## src/rtl/pvic_pkg.sv

```systemverilog
package pvic_pkg;
  typedef enum logic [2:0] {
    SRC_NONE = 3'd0,
    SRC_TRAP = 3'd1,
    SRC_HI   = 3'd2,
    SRC_MID  = 3'd3,
    SRC_LO   = 3'd4
  } pvic_src_e;

  localparam int CFG_W      = 8;
  localparam int MASK_W     = 3;
  localparam int BIT_GATE   = 3;
  localparam int BIT_HI_CLR = 4;
  localparam int BIT_LOCK   = 6;
  localparam int EDGE_N     = 2;
  localparam int EDGE_TRAP  = 0;
  localparam int EDGE_HI    = 1;
endpackage

```

## src/rtl/pvic_edge_latch.sv

```systemverilog
module pvic_edge_latch (
  input  logic clk,
  input  logic rst_n,
  input  logic din,
  input  logic clr,
  output logic pend
);
  logic prev_q;
  logic rise;

  assign rise = din & ~prev_q;

  always_ff @(posedge clk or negedge rst_n) begin
    if (!rst_n) begin
      prev_q <= 1'b0;
      pend   <= 1'b0;
    end else begin
      prev_q <= din;
      if (rise)      pend <= 1'b1;
      else if (clr)  pend <= 1'b0;
    end
  end
endmodule

```

## src/rtl/pvic_ctrl_regs.sv

```systemverilog
module pvic_ctrl_regs
  import pvic_pkg::*;
(
  input  logic              clk,
  input  logic              rst_n,
  input  logic              wr_en,
  input  logic              wr_gate,
  input  logic              wr_lock,
  input  logic [MASK_W-1:0] wr_mask,
  input  logic              en_set,
  input  logic              en_clr,
  input  logic              taken,
  output logic [MASK_W-1:0] mask_q,
  output logic              ien_q
);
  always_ff @(posedge clk or negedge rst_n) begin
    if (!rst_n) begin
      mask_q <= '1;
    end else if (wr_en && wr_gate && !wr_lock) begin
      mask_q <= wr_mask;
    end
  end

  always_ff @(posedge clk or negedge rst_n) begin
    if (!rst_n)                 ien_q <= 1'b0;
    else if (taken || en_clr)   ien_q <= 1'b0;
    else if (en_set)            ien_q <= 1'b1;
  end
endmodule

```

## src/rtl/pvic_arbiter.sv

```systemverilog
module pvic_arbiter
  import pvic_pkg::*;
#(
  parameter int                ADDR_W   = 16,
  parameter logic [ADDR_W-1:0] TRAP_VEC = 'h24,
  parameter logic [ADDR_W-1:0] HI_VEC   = 'h3C,
  parameter logic [ADDR_W-1:0] MID_VEC  = 'h34,
  parameter logic [ADDR_W-1:0] LO_VEC   = 'h2C
) (
  input  logic              trap_p,
  input  logic              hi_p,
  input  logic              mid_p,
  input  logic              lo_p,
  input  logic [MASK_W-1:0] mask,
  input  logic              ien,
  output pvic_src_e         win,
  output logic              valid,
  output logic [ADDR_W-1:0] addr
);
  always_comb begin
    win = SRC_NONE;
    if (trap_p)                         win = SRC_TRAP;
    else if (ien && hi_p  && !mask[2])  win = SRC_HI;
    else if (ien && mid_p && !mask[1])  win = SRC_MID;
    else if (ien && lo_p  && !mask[0])  win = SRC_LO;
  end

  always_comb begin
    case (win)
      SRC_TRAP: addr = TRAP_VEC;
      SRC_HI:   addr = HI_VEC;
      SRC_MID:  addr = MID_VEC;
      SRC_LO:   addr = LO_VEC;
      default:  addr = '0;
    endcase
  end

  assign valid = (win != SRC_NONE);
endmodule

```

## src/rtl/prio_vec_intc.sv

```systemverilog
module prio_vec_intc
  import pvic_pkg::*;
#(
  parameter int                ADDR_W   = 16,
  parameter logic [ADDR_W-1:0] TRAP_VEC = 'h24,
  parameter logic [ADDR_W-1:0] HI_VEC   = 'h3C,
  parameter logic [ADDR_W-1:0] MID_VEC  = 'h34,
  parameter logic [ADDR_W-1:0] LO_VEC   = 'h2C
) (
  input  logic              clk,
  input  logic              rst_n,
  input  logic              trap_in,
  input  logic              req_lo_in,
  input  logic              req_mid_in,
  input  logic              req_hi_in,
  input  logic              ien_set,
  input  logic              ien_clr,
  input  logic              cfg_wr_en,
  input  logic [CFG_W-1:0]  cfg_wr_data,
  output logic [CFG_W-1:0]  stat_rd_data,
  output logic              vec_valid,
  input  logic              vec_ready,
  output logic [ADDR_W-1:0] vec_addr
);
  logic [EDGE_N-1:0] edge_in;
  logic [EDGE_N-1:0] edge_clr;
  logic [EDGE_N-1:0] edge_pend;
  logic [MASK_W-1:0] mask;
  logic              ien;
  logic              taken;
  pvic_src_e         win;
  logic              unused_cfg_bits;

  assign unused_cfg_bits = cfg_wr_data[7] ^ cfg_wr_data[5];
  assign taken = vec_valid & vec_ready;

  assign edge_in[EDGE_TRAP]  = trap_in;
  assign edge_in[EDGE_HI]    = req_hi_in;
  assign edge_clr[EDGE_TRAP] = taken && (win == SRC_TRAP);
  assign edge_clr[EDGE_HI]   = (taken && (win == SRC_HI)) ||
                               (cfg_wr_en && cfg_wr_data[BIT_HI_CLR]);

  for (genvar g = 0; g < EDGE_N; g++) begin : g_edge
    pvic_edge_latch u_latch (
      .clk  (clk),
      .rst_n(rst_n),
      .din  (edge_in[g]),
      .clr  (edge_clr[g]),
      .pend (edge_pend[g])
    );
  end

  pvic_ctrl_regs u_regs (
    .clk    (clk),
    .rst_n  (rst_n),
    .wr_en  (cfg_wr_en),
    .wr_gate(cfg_wr_data[BIT_GATE]),
    .wr_lock(cfg_wr_data[BIT_LOCK]),
    .wr_mask(cfg_wr_data[MASK_W-1:0]),
    .en_set (ien_set),
    .en_clr (ien_clr),
    .taken  (taken),
    .mask_q (mask),
    .ien_q  (ien)
  );

  pvic_arbiter #(
    .ADDR_W  (ADDR_W),
    .TRAP_VEC(TRAP_VEC),
    .HI_VEC  (HI_VEC),
    .MID_VEC (MID_VEC),
    .LO_VEC  (LO_VEC)
  ) u_arb (
    .trap_p(edge_pend[EDGE_TRAP]),
    .hi_p  (edge_pend[EDGE_HI]),
    .mid_p (req_mid_in),
    .lo_p  (req_lo_in),
    .mask  (mask),
    .ien   (ien),
    .win   (win),
    .valid (vec_valid),
    .addr  (vec_addr)
  );

  assign stat_rd_data = {1'b0, edge_pend[EDGE_HI], req_mid_in, req_lo_in, ien, mask};
endmodule

```

## config.mk

```make
export PLATFORM = sky130hd
export DESIGN_NAME = prio_vec_intc
export DESIGN_NICKNAME = d
export VERILOG_FILES = /design/src/rtl/pvic_pkg.sv /design/src/rtl/pvic_edge_latch.sv /design/src/rtl/pvic_ctrl_regs.sv /design/src/rtl/pvic_arbiter.sv /design/src/rtl/prio_vec_intc.sv
export SDC_FILE = /design/constraint.sdc
export NUM_CORES = 1
export LEC_CHECK = 0
export BUFFER_PORTS_ARGS = -buffer_cell sky130_fd_sc_hd__buf_2
export CORE_MARGIN = 3
export CORE_UTILIZATION = 40
export DETAILED_ROUTE_END_ITERATION = 10
export PLACE_DENSITY_LB_ADDON = 0.2
export SYNTH_ARGS = -nofsm -noshare
export SYNTH_HDL_FRONTEND = slang
export SYNTH_SLANG_ARGS = --single-unit
```

## constraint.sdc

```tcl
create_clock -name clk -period 2.21 [get_ports clk]
set_input_delay 0.442 -clock clk [delete_from_list [all_inputs] [get_ports clk]]
set_output_delay 0.442 -clock clk [all_outputs]
set_load 0.01 [all_outputs]
```

==> impl_metrics.py <==
metrics = {
    "sta": {
        "hold_violations": 0,
        "max_freq_ghz": 0.545,
        "skew_ns": 0.0106,
        "period_share_pct": 83.0,
        "tns_ns": 0,
        "setup_viol": 0,
        "rsz0062_at_grt": "false",
        "finalCriticalPeriod_ns": 1.84,
        "maxSlewViolCount": 0,
        "hold_slack_ns": 0.0128,
    },
    "final_layout": {
        "area_growth_pct": 16.7,
        "n_antenna_cell": 0,
        "fin_cells": 90,
        "layout.nets": 95,
        "drive_gt1_share_pct": 55.3,
        "design_area_um2": 621,
        "fillers": 117,
    },
    "yosys": {
        "synth_cells": 51,
        "seq_area_frac_synth_pct": 38.4,
        "ys_types": 18,
        "syn_area_um2": 532,
        "yosys_warnings": 0,
        "ys_ff_latch": 8,
        "syn_area_per_cell_um2": 10.4,
    },
    "clocking": {
        "numCtsBuffers": 3,
        "cts_buffer_depth": 2,
        "cts_sinks": 8,
        "post_cts_buffers": 0,
        "cts_tree": "built",
        "htree_num_levels": 1,
        "hold_buffers": 0,
        "root_buffer": "clkbuf_4",
        "cts_resized": 0,
        "path_clk_slew_ns": 0.06,
        "worstSkewPairLatency_ns": 0.25,
    },
    "grt": {
        "antenna_found_initial": 0,
        "grt.total_usage_pct": 11.0,
        "grt_pass1_wl_um": 1500,
        "grt_pass1_vias": 374,
        "grt_max_degree": 9,
        "overflow": 0,
    },
    "drt": {
        "via_per_inst": 4.20,
        "drt_first_pass_iters": 5,
        "routed_wl_um": 896,
        "drtIter0Drc": 3,
        "vias": 378,
        "drcViolationCount": 0,
        "wl_per_cell_um": 9.96,
        "ant_nets": 0,
    },
    "job": {
        "cap_violations": 0,
    },
    "outcome": {
        "status": "completed",
    },
    "critical_path": {
        "cp.required_ns": 1.77,
        "cp_max_fo": 4,
        "endpoint_kind": "primary output",
        "critPathArrivalTime_ns": 1.39,
        "start_kind": "flop",
        "critical_path_class": "reg2out",
        "r2r.worst_path.cells": 3,
    },
    "pwr": {
        "p_switching_uw": 129,
        "p_sw_share_pct": 30.0,
        "internal-power_uw": 301,
        "p_total_uw": 430,
        "clockPowerShare_pct": 27.4,
        "seq_power_share_pct": 43.6,
        "p_leak_uw": 0.000340,
        "p_per_area_nw_per_um2": 693,
        "combPwrFrac_pct": 29.0,
        "vdd_drop_max_mv": 0.394,
    },
    "placement": {
        "hpwl_um": 771,
        "place_area_um2": 594,
        "port_buffers": 27,
        "gp_congestion": 0.661,
        "placed_cells": 86,
    },
    "floorplan": {
        "num_rows": 12,
        "initial_core_util_pct": 45.4,
        "die-area_um2": 1800,
        "die_height_um": 42.5,
        "ios": 43,
        "core_um2": 1170,
        "die_x_um": 42.5,
    },
    "worst_hold_path": {
        "hold_class": "in2async",
    },
}
==> cell families after synthesis <==
family / count (synthesis) / share of synthesized area [%]
flip-flops: 8 / 38.4
AND/OR/NAND/NOR: 8 / 13.4
multiplexers: 3 / 6.35
buffers and inverters: 22 / 28.2
other: 1 / 0.705
AO/OA/AOI/OAI: 9 / 12.9
==> flip-flops by register name (all words and copies together) (netlist names) <==
signal and cells:
u_regs.ien_q 1, g_edge.u_latch.pend 2, u_regs.mask_q 3, g_edge.u_latch.prev_q 2
==> worst paths after layout <==
path                                                    start                            endpoint  slack (ns)
min reg2reg                g_edge[1].u_latch.prev_q$_DFF_PN0_  g_edge[1].u_latch.pend$_DFFE_PN0P_        0.41
max                              u_regs.mask_q[2]$_DFFE_PN1P_                         vec_addr[5]        0.37
min in group clk                                      trap_in  g_edge[0].u_latch.prev_q$_DFF_PN0_        0.31
max reg2reg                      u_regs.mask_q[2]$_DFFE_PN1P_            u_regs.ien_q$_DFFE_PN0P_        1.07
max in group asynchronous                               rst_n        u_regs.mask_q[0]$_DFFE_PN1P_        1.95
min                                                     rst_n  g_edge[0].u_latch.prev_q$_DFF_PN0_        0.01
==> critical path, cell delays in order, from the launching register on <==
cell	delay, ns
dfstp_2	0.55
nand2b_4	0.15
nand3_4	0.08
a21o_2	0.22
buf_2	0.13
==> synth_stat cells <==
cell type	count	area, µm²
buf_4	18	135
inv_1	4	15.0
a21o_2	2	17.5
conb_1	1	3.75
o22ai_1	2	12.5
nand2b_4	1	13.8
nand2_1	1	3.75
mux2_2	3	33.8
o311ai_1	1	8.76
o21ai_1	1	5.00
a311oi_2	1	15.0
nand3_4	1	17.5
nand2b_2	1	8.76
dfstp_2	3	78.8
nand2b_1	2	12.5
dfrtp_1	5	125
a21oi_1	2	10.0
nand3b_1	2	15.0
==> layer usage <==
metal / wire length, µm / track usage, %
met5: 0 / 0
met4: 5 / 7.45
met3: 70 / 2.58
met2: 488 / 17.6
met1: 332 / 12.8
==> through the flow <==
stage,utilization [%],worst slack (ns)
floorplan,-,0.609
global placement,50.7,0.651
detailed placement,50.7,0.643
CTS,53.0,0.359
global route,53.0,0.306
finish,53.0,0.375
==> power groups by stage <==
| stage | logic, µW | clock network, µW | registers [µW] |
|---|---|---|---|
| after floorplan | 101 | 0 | 193 |
| after global placement | 124 | 0 | 190 |
| after detailed placement | 126 | 0 | 190 |
| after CTS | 127 | 125 | 188 |
| after global routing | 139 | 132 | 191 |
| final | 125 | 118 | 188 |
==> cells in the final DEF, fill, tap and decap left out, drive strengths merged <==
cell type  instances
o311ai             1
o21ai              1
conb              13
clkbuf             4
nand3b             2
a21oi              2
nand2              1
mux2               3
dfstp              3
a21o               2
dfrtp              5
o22ai              2
inv                4
nand2b             4
nand3              1
a311oi             1
buf               27
==> layout make-up <==
cell class / count / area, µm² / area share (%)
multi-input cells: 33 / 223 / 35.9
inverters: 4 / 15.0 / 2.42
repair buffers: 27 / 135 / 21.8
clock buffers: 4 / 26.3 / 4.23
well taps: 14 / 17.5 / 2.82
flip-flops and latches: 8 / 204 / 32.9
Note: power is estimated with default switching activity, not from simulation.
